[config.mk]
export PLATFORM = sky130hd
export DESIGN_NAME = apb_regbank
export DESIGN_NICKNAME = d
export VERILOG_FILES = /design/src/rtl/regbank_pkg.sv /design/src/rtl/apb_wait_gen.sv /design/src/rtl/apb_addr_decode.sv /design/src/rtl/apb_reg_store.sv /design/src/rtl/apb_regbank.sv
export SDC_FILE = /design/constraint.sdc
export NUM_CORES = 1
export LEC_CHECK = 0
export CORE_MARGIN = 10
export CORE_UTILIZATION = 50
export DETAILED_ROUTE_END_ITERATION = 7
export DONT_BUFFER_PORTS = 1
export PLACE_DENSITY = 0.63
export SLEW_MARGIN = 20
export SYNTH_ARGS = -nofsm -noshare
export SYNTH_HDL_FRONTEND = slang
export SYNTH_SLANG_ARGS = --single-unit
[constraint.sdc]
create_clock -name clk -period 10.28 [get_ports clk]
set_clock_uncertainty 0.1 [all_clocks]
set_input_delay 1.028 -clock clk [delete_from_list [all_inputs] [get_ports clk]]
set_output_delay 1.028 -clock clk [all_outputs]
set_load 0.03 [all_outputs]
[src/rtl/regbank_pkg.sv]
// Package: shared constants and the bus-phase classification used by the
// register bank. Assumes byte addressing with word-aligned registers.
package regbank_pkg;

    // Number of byte-offset bits below the word index.
    localparam int unsigned BYTE_LSB = 2;

    // Phase of the bus as seen by the completer in the current cycle.
    typedef enum logic [1:0] {
        PH_IDLE   = 2'd0,
        PH_SETUP  = 2'd1,
        PH_ACCESS = 2'd2
    } bus_phase_e;

    // Classify the current cycle from select and enable.
    function automatic bus_phase_e classify(input logic sel, input logic en);
        if (!sel)     return PH_IDLE;
        else if (!en) return PH_SETUP;
        else          return PH_ACCESS;
    endfunction

endpackage

[src/rtl/apb_wait_gen.sv]
// Module: apb_wait_gen
// Holds ready low for WAIT_CYCLES access cycles, then raises it. The count is
// cleared in every non-access cycle. Assumes WAIT_CYCLES is in 0..3 and that
// the manager keeps the access phase until ready is seen.
module apb_wait_gen #(
    parameter int unsigned WAIT_CYCLES = 1
) (
    input  logic clk,
    input  logic rst_n,
    input  logic in_access,
    output logic ready
);
    localparam int unsigned CNT_W = (WAIT_CYCLES < 1) ? 1 : $clog2(WAIT_CYCLES + 1);
    localparam logic [CNT_W-1:0] LIMIT = CNT_W'(WAIT_CYCLES);

    logic [CNT_W-1:0] cnt_q;

    // Count access cycles up to the limit; restart outside the access phase.
    always_ff @(posedge clk) begin
        if (!rst_n)           cnt_q <= '0;
        else if (!in_access)  cnt_q <= '0;
        else if (cnt_q != LIMIT) cnt_q <= cnt_q + 1'b1;
    end

    // Ready only once the configured number of wait cycles has elapsed.
    always_comb ready = in_access && (cnt_q == LIMIT);


    wait_cnt_bound_chk: assert property (@(posedge clk) disable iff (!rst_n)
        cnt_q <= LIMIT);


    wait_restart_chk: assert property (@(posedge clk) disable iff (!rst_n)
        !in_access |=> (cnt_q == '0));

endmodule

[src/rtl/apb_addr_decode.sv]
// Module: apb_addr_decode
// Decodes the byte address in the setup cycle and holds the register index and
// an in-range flag for the access phase. Assumes paddr is stable for the whole
// transfer.
module apb_addr_decode
    import regbank_pkg::*;
#(
    parameter int unsigned ADDR_W   = 8,
    parameter int unsigned NUM_REGS = 4
) (
    input  logic              clk,
    input  logic              rst_n,
    input  logic              in_setup,
    input  logic [ADDR_W-1:0] addr,
    output logic [$clog2(NUM_REGS)-1:0] idx,
    output logic              hit
);
    localparam int unsigned IDX_W  = $clog2(NUM_REGS);
    localparam int unsigned WORD_W = ADDR_W - BYTE_LSB;

    logic [WORD_W-1:0] word;
    logic [IDX_W-1:0]  idx_q;
    logic              hit_q;

    // Word index of the current address.
    always_comb word = addr[ADDR_W-1:BYTE_LSB];

    // Capture the decode in the setup cycle; hold it through the access phase.
    always_ff @(posedge clk) begin
        if (!rst_n) begin
            idx_q <= '0;
            hit_q <= 1'b0;
        end else if (in_setup) begin
            idx_q <= word[IDX_W-1:0];
            hit_q <= (word < WORD_W'(NUM_REGS));
        end
    end

    // Present the held decode.
    always_comb begin
        idx = idx_q;
        hit = hit_q;
    end


    decode_hold_chk: assert property (@(posedge clk) disable iff (!rst_n)
        !in_setup |=> $stable(hit_q) && $stable(idx_q));

endmodule

[src/rtl/apb_reg_store.sv]
// Module: apb_reg_store
// The register array: one write port enabled only at commit, one
// combinational read port. Assumes the caller qualifies the write enable.
module apb_reg_store #(
    parameter int unsigned DATA_W   = 32,
    parameter int unsigned NUM_REGS = 4
) (
    input  logic                        clk,
    input  logic                        rst_n,
    input  logic                        wr_en,
    input  logic [$clog2(NUM_REGS)-1:0] idx,
    input  logic [DATA_W-1:0]           wdata,
    output logic [DATA_W-1:0]           rdata
);
    logic [DATA_W-1:0] regs_q [NUM_REGS];

    for (genvar g = 0; g < NUM_REGS; g++) begin : g_reg
        // Load one register when the commit targets it; clear on reset.
        always_ff @(posedge clk) begin
            if (!rst_n)                       regs_q[g] <= '0;
            else if (wr_en && (idx == g))     regs_q[g] <= wdata;
        end


        reg_hold_chk: assert property (@(posedge clk) disable iff (!rst_n)
            !(wr_en && (idx == g)) |=> $stable(regs_q[g]));
    end

    // Select the addressed register for reading.
    always_comb rdata = regs_q[idx];


    write_lands_chk: assert property (@(posedge clk) disable iff (!rst_n)
        wr_en |=> (regs_q[$past(idx)] == $past(wdata)));

endmodule

[src/rtl/apb_regbank.sv]
// Module: apb_regbank (top)
// Completer-side register bank with four registers and fixed wait states.
// Samples but never drives the enable strobe; commits and returns read data
// only when select, enable and ready are all high. Assumes a well-behaved
// manager (address and controls stable through each transfer).
module apb_regbank
    import regbank_pkg::*;
#(
    parameter int unsigned ADDR_W      = 8,
    parameter int unsigned DATA_W      = 32,
    parameter int unsigned NUM_REGS    = 4,
    parameter int unsigned WAIT_CYCLES = 1
) (
    input  logic              clk,
    input  logic              rst_n,
    input  logic              psel,
    input  logic              penable,
    input  logic              pwrite,
    input  logic [ADDR_W-1:0] paddr,
    input  logic [DATA_W-1:0] pwdata,
    output logic [DATA_W-1:0] prdata,
    output logic              pready
);
    localparam int unsigned IDX_W = $clog2(NUM_REGS);

    bus_phase_e        phase;
    logic              in_setup;
    logic              in_access;
    logic              done;
    logic [IDX_W-1:0]  idx;
    logic              hit;
    logic              wr_commit;
    logic [DATA_W-1:0] rd_word;

    // Work out which phase the bus is in this cycle.
    always_comb begin
        phase     = classify(psel, penable);
        in_setup  = (phase == PH_SETUP);
        in_access = (phase == PH_ACCESS);
    end

    apb_wait_gen #(.WAIT_CYCLES(WAIT_CYCLES)) u_wait (
        .clk       (clk),
        .rst_n     (rst_n),
        .in_access (in_access),
        .ready     (pready)
    );

    apb_addr_decode #(.ADDR_W(ADDR_W), .NUM_REGS(NUM_REGS)) u_dec (
        .clk      (clk),
        .rst_n    (rst_n),
        .in_setup (in_setup),
        .addr     (paddr),
        .idx      (idx),
        .hit      (hit)
    );

    // Completion and write commit: select, enable and ready together.
    always_comb begin
        done      = psel && penable && pready;
        wr_commit = done && pwrite && hit;
    end

    apb_reg_store #(.DATA_W(DATA_W), .NUM_REGS(NUM_REGS)) u_store (
        .clk   (clk),
        .rst_n (rst_n),
        .wr_en (wr_commit),
        .idx   (idx),
        .wdata (pwdata),
        .rdata (rd_word)
    );

    // Drive read data only at read completion of an in-range register.
    always_comb prdata = (done && !pwrite && hit) ? rd_word : '0;


    setup_no_ready_chk: assert property (@(posedge clk) disable iff (!rst_n)
        (psel && !penable) |-> !pready && (prdata == '0));


    first_access_wait_chk: assert property (@(posedge clk) disable iff (!rst_n)
        (WAIT_CYCLES > 0 && psel && penable && !$past(penable)) |-> !pready);


    rdata_quiet_chk: assert property (@(posedge clk) disable iff (!rst_n)
        !(psel && penable && pready) |-> (prdata == '0));


    unselected_quiet_chk: assert property (@(posedge clk) disable iff (!rst_n)
        !psel |-> !pready);

endmodule

==> results of run 1 <==
-- registers in the layout, indices dropped and copies added, names as in the netlist, named ones only --
| name | flops |
|---|---|
| u_dec.hit | 1 |
| u_dec.idx | 2 |
| u_store.regs_q | 128 |
| u_wait.cnt_q | 1 |
-- worst max path at each step --
stage | startpoint | endpoint | slack, ps | depth (start not counted)
floorplan | psel | u_store.regs_q[2][0] | 6000 | 4
global route | psel | prdata[24] | 6700 | 5
detailed placement | psel | prdata[21] | 6800 | 5
global placement | psel | prdata[22] | 6830 | 5
CTS | psel | prdata[21] | 6800 | 5
finish | psel | prdata[21] | 6820 | 5
-- power by group --
| part | switching [mW] | internal [mW] |
|---|---|---|
| Clock | 0.200 | 0.299 |
| Combinational | 0.0199 | 0.0204 |
| Sequential | 0.00774 | 0.614 |
| Total | 0.228 | 0.934 |
-- cell usage after synthesis (4+ instances only) --
cell,number,area [um^2]
dfxtp_1,6,120
buf_6,4,45.0
clkbuf_2,12,60.1
o21ai_0,4,20.0
nor2b_1,34,213
and2_1,128,801
edfxtp_1,128,3840
mux4_2,30,676
nor3_2,4,40.0
buf_2,4,20.0
-- worst max-delay path: stages --
cell	delay (ps)
nand3_4	130
inv_2	210
nand3b_1	100
buf_4	260
nor2b_1	580
-- layer usage --
| layer | part of all wire, % | routed length [um] | vias up | global-route usage (%) |
|---|---|---|---|---|
| met1 | 39 | 4660 | 1523 | 17.1 |
| met2 | 54 | 6440 | 69 | 26.6 |
| met3 | 6.0 | 720 | 17 | 5.31 |
| met5 | 0 | 0 | - | 0 |
| met4 | 1.8 | 212 | 0 | 6.28 |
| li1 | - | - | 1384 | - |
-- cell type report --
cell class,instances,area (um^2)
fill,992,5200
sequential,134,3970
multi-input combinational,215,1990
clock buffer,22,444
tap,147,184
timing repair buffer,10,75.1
clock inverter,10,38.8
inverter,3,11.3
-- cell families after synthesis --
group | after synthesis | synth area share (%)
buffers and inverters | 26 | 2.45
AND/OR/NAND/NOR | 176 | 18.9
flip-flops | 134 | 65.8
multiplexers | 35 | 12.6
AO/OA/AOI/OAI | 4 | 0.332
-- placed cells by master, fill, tap and decap left out --
cell type / n
and2_1: 128
edfxtp_1: 128
nor2b_1: 34
mux4_2: 30
clkbuf_16: 17
buf_4: 10
clkinv_1: 9
clkbuf_1: 5
o21ai_4: 4
nor3_4: 4
dfxtp_1: 4
nand4_1: 3
mux2i_1: 3
mux4_1: 2
inv_1: 2
dfxtp_2: 2
nand3_4: 1
inv_2: 1
nand3b_1: 1
nor2b_4: 1
and3_1: 1
nand2b_1: 1
nand4b_1: 1
nor4_1: 1
clkinv_2: 1
-- stage by stage --
stage	utilization, %	hold slack [ps]
6_report	56.3	498
5_1_grt	56.3	550
4_1_cts	56.3	497
3_5_place_dp	52.2	488
3_3_place_gp	52.2	489
2_1_floorplan	-	452
==> results.txt, run 1 <==
initial antenna violation count = 0
Die Span X = 130 um
PD cells = 173 nW/um^2
DP Area = 6220 um^2
Placeable Area = 11,900 um^2
WP data arrival = 2330 ps
flop-to-flop setup slack = 7860 ps
Finish-stage setup viols = 0
Tot Pwr = 1.16 mW
standard-cell rows = 40
Num CTS Buffers = 17
R2R depth = 5
Setup crit start kind = input pin
CTS max path bufs = 2
worst r2r src = u_wait.cnt_q
Detail Route Antenna Nets = 0
clock slew at reported path FFs = 50 ps
via count = 2,993
GPL Wtd Cong = 0.749
TritonRoute pass-1 iters = 4
Max-slew headroom = 38.0%
max_cap viols = 0
post-synth cell types = 23
number of I/O port buffers = 0
Slew Limit Fails = 0
dpl cells = 509
Hold Fails Final Rpt = 0
drt via density = 5.53
CP Capture Type = primary output
syn avg cell area = 16.1 um^2
Hold Path Class = flip-flop to flip-flop
reg-to-reg endpoint = u_store.regs_q[1][25]
critical path type = input pin to primary output
number of enable flip-flop cells after synthesis = 128
FF+latch count, synth = 134
root buffer cell = clkbuf_16
sequential-to-total area share from yosys stat = 65.8%
Lkg Pwr = 2.37 nW
nets = 426
1st-iter DRT viols = 216
Async SR Flop Fraction = 0%
status = complete, no violations
Gates resized, CTS repair = 0
critical path fanouts, max = 32
Syn Nets = 420
total global-route track usage = 15.4%
hold_buf cts = 0
Req. time, crit path = 9150 ps
DP HPWL = 7.14 mm
Yosys Warn Count = 0
share of cells above drive strength 1 = 18.0%
WHS Path Cells = 2
WHS Endpoint = u_dec.hit
ANT cells = 0
dpl ws = 6800 ps
vias in the first global route = 3,223
cell area after layout = 6710 um^2
DR WL/cell = 22.2 um
synth-to-layout area growth = 11.2%
Post-Syn Area = 6030 um^2
DIE AREA = 16,800 um^2
Max Fclk = 289 MHz
largest net degree at the start of global routing = 33
first-pass GRT wire length = 18.8 mm
Peak VDD IR = 85.1 uV
chip height = 130 um
setup TNS = 0 ps
Slew @ Worst Pin = 930 ps
Finished Layout Cells = 541
Post-Route WL = 12.0 mm
min-delay src = u_dec.hit
worst-skew pair later-pin latency = 410 ps
initial core utilization = 50.6%
RSZ-0062 raised after global routing = no
Residual DRC = 0
GRT overflow = 0
Synth Flop Type = edfxtp_1
I/O Pins = 78
post-CTS setup buffers = 0
Sink Count = 134
CTS tree = yes
final worst setup slack = 6820 ps
Mapped Cells = 375
final cycle utilization of the critical path = 33.6%
Final min period = 3460 ps
Max H-tree Level = 4
No activity file was read; power rests on OpenSTA's default activity.
==> run 2, diff against run 1 <==
--- a/config.mk
+++ b/config.mk
@@ -5,11 +5,12 @@
 export SDC_FILE = /design/constraint.sdc
 export NUM_CORES = 1
 export LEC_CHECK = 0
+export ABC_AREA = 1
 export CORE_MARGIN = 10
 export CORE_UTILIZATION = 50
 export DETAILED_ROUTE_END_ITERATION = 7
 export DONT_BUFFER_PORTS = 1
-export PLACE_DENSITY = 0.63
+export PLACE_DENSITY = 0.66
 export SLEW_MARGIN = 20
 export SYNTH_ARGS = -nofsm -noshare
 export SYNTH_HDL_FRONTEND = slang
==> constraint.sdc (replaced) <==
create_clock -name clk -period 3.1 [get_ports clk]
set_clock_uncertainty 0.1 [all_clocks]
set_input_delay 0.31 -clock clk [delete_from_list [all_inputs] [get_ports clk]]
set_output_delay 0.31 -clock clk [all_outputs]
set_load 0.03 [all_outputs]
==> run 2 against run 1 <==
Against the previous run:
- clock power rose to 3.9 times the previous value
- core utilization down 0.77 points
- non-clock buffer count increased by 2
- worst hold slack got worse by 470 ps
- die area is 9.3% higher
- critical path type is now flip-flop to primary output
- largest cell class unchanged
- largest power group unchanged
==> results.txt, run 2 <==
number of buffers and inverters on the critical path = 3
final cycle utilization of the critical path = 80.6%
Yosys Warn Count = 0
reg-to-reg endpoint = u_store.regs_q[0][27]
Placeable Area = 13,200 um^2
GRT overflow = 0
Finished Layout Cells = 908
WP data arrival = 2090 ps
RSZ-0062 raised after global routing = no
initial core utilization = 50.7%
critical path depth in cells = 6
Slew Limit Fails = 0
post-CTS setup buffers = 0
drt via density = 4.95
I/O Pins = 78
Biggest register = u_store.regs_q
crit path to = prdata[0]
Syn Nets = 769
critical path type = flip-flop to primary output
leading cell types by count after synthesis = inv_1, nand2_1, edfxtp_1, nor2_1, nand3_1
Tot Pwr = 4.28 mW
synth-to-layout area growth = 9.42%
Peak VDD IR = 306 uV
Post-Syn Area = 6690 um^2
Async SR Flop Fraction = 0%
clock slew at reported path FFs = 60 ps
max reg flops = 128
DR WL/cell = 16.5 um
initial antenna violation count = 0
standard-cell rows = 42
chip height = 136 um
FF+latch count, synth = 134
cell taking the most area after synthesis = edfxtp_1
Max-slew headroom = 37.7%
via count = 4,492
PD cells = 585 nW/um^2
1st-iter DRT viols = 330
xor/xnor share of the synthesized area = 0%
Post-Route WL = 15.0 mm
status = complete, no violations
TritonRoute pass-1 iters = 5
Crit path max-delay family = buffers and inverters
Die Span X = 136 um
Gates resized, CTS repair = 0
CP Capture Type = primary output
Synth Flop Type = edfxtp_1
cell area after layout = 7320 um^2
final worst setup slack = 601 ps
hold_buf cts = 2
Sink Count = 134
post-synthesis compound-gate area fraction = 4.52%
root buffer cell = clkbuf_16
mux contribution to synthesized area = 0%
Synth Area in Simple Gates = 22.6%
slowest stage cell, crit path = nor2_8
Final min period = 2500 ps
GPL Wtd Cong = 0.750
Residual DRC = 0
Cell Chain, Critical Path = inv_1 -> nor2_8 -> nand3_4 -> buf_4 -> a21oi_1 -> buf_4
DIE AREA = 18,400 um^2
post-synth cell types = 21
Lkg Pwr = 3.29 nW
min-delay src = paddr[2]
worst r2r src = u_wait.cnt_q
Slew @ Worst Pin = 932 ps
Num CTS Buffers = 17
total global-route track usage = 16.7%
share of cells above drive strength 1 = 12.6%
CP most frequent cell = buf_4
CTS tree = yes
largest net degree at the start of global routing = 65
Hold Path Class = input pin to flip-flop
DP HPWL = 8.47 mm
R2R depth = 4
worst-skew pair later-pin latency = 410 ps
dpl cells = 874
flop-to-flop setup slack = 1040 ps
most frequent cell after synthesis = inv_1
critical path fanouts, max = 32
Filler Cells Inserted = 1,139
Max Fclk = 400 MHz
Hold Fails Final Rpt = 0
Yosys top cell area share = 57.4%
number of enable flip-flop cells after synthesis = 128
syn avg cell area = 9.25 um^2
commonest cells after routing, fill and taps aside = inv_1, nand2_1, edfxtp_1
DP Area = 6730 um^2
sequential-to-total area share from yosys stat = 59.2%
synth top area cells = edfxtp_1, inv_1, nand2_1
Setup crit start kind = flip-flop
nets = 764
Synth Area in Adders = 0%
first-pass GRT wire length = 23.6 mm
ANT cells = 0
max_cap viols = 0
number of I/O port buffers = 0
Finish-stage setup viols = 0
Max H-tree Level = 4
dpl ws = 1010 ps
largest family of logic cells by synthesized area = simple AND/OR/NAND/NOR gates
Detail Route Antenna Nets = 0
setup TNS = 0 ps
commonest non-fill, non-tap cell in the layout = inv_1
vias in the first global route = 4,638
Req. time, crit path = 2690 ps
CTS max path bufs = 2
slowest stage delay, CP = 330 ps
Util after Layout = 55.5%
Mapped Cells = 724
Min Hold Slack = 25.4 ps
crit path launch = u_wait.cnt_q
-- run 2: worst min-delay path by stage --
stage	end	slack [ps]	cells past startpoint
final	flip-flop	30	2
after global routing	u_store.regs_q[2][3]	50	2
after floorplan	flip-flop	380	2
after CTS	flip-flop	20	2
after detailed placement	u_wait.cnt_q	330	2
after global placement	u_wait.cnt_q	330	2
-- run 2: final cells by class --
type / instances / area, um^2 / share of cell area [%]
clock buffers: 20 / 437 / 5.96
repair buffers: 12 / 95.1 / 1.30
flip-flops and latches: 134 / 3970 / 54.2
well taps: 176 / 220 / 3.01
multi-input cells: 383 / 1830 / 25.0
clock inverters: 12 / 135 / 1.84
inverters: 171 / 643 / 8.78
-- run 2: power by group --
| part | internal, mW | switching [mW] | total [mW] |
|---|---|---|---|
| Sequential | 2.04 | 0.0178 | 2.06 |
| Combinational | 0.0635 | 0.202 | 0.266 |
| Clock | 1.25 | 0.711 | 1.96 |
-- run 2: layer usage --
metal	wire length, um	vias up	GRT usage (%)
li1	-	2220	-
met1	6340	2145	19.2
met2	7430	108	28.2
met3	1060	19	5.79
met4	184	0	5.92
met5	0	-	0
-- run 2: cells by family after synthesis --
group | Yosys count
AO/OA/AOI/OAI | 38
buffers and inverters | 207
flip-flops | 134
AND/OR/NAND/NOR | 345
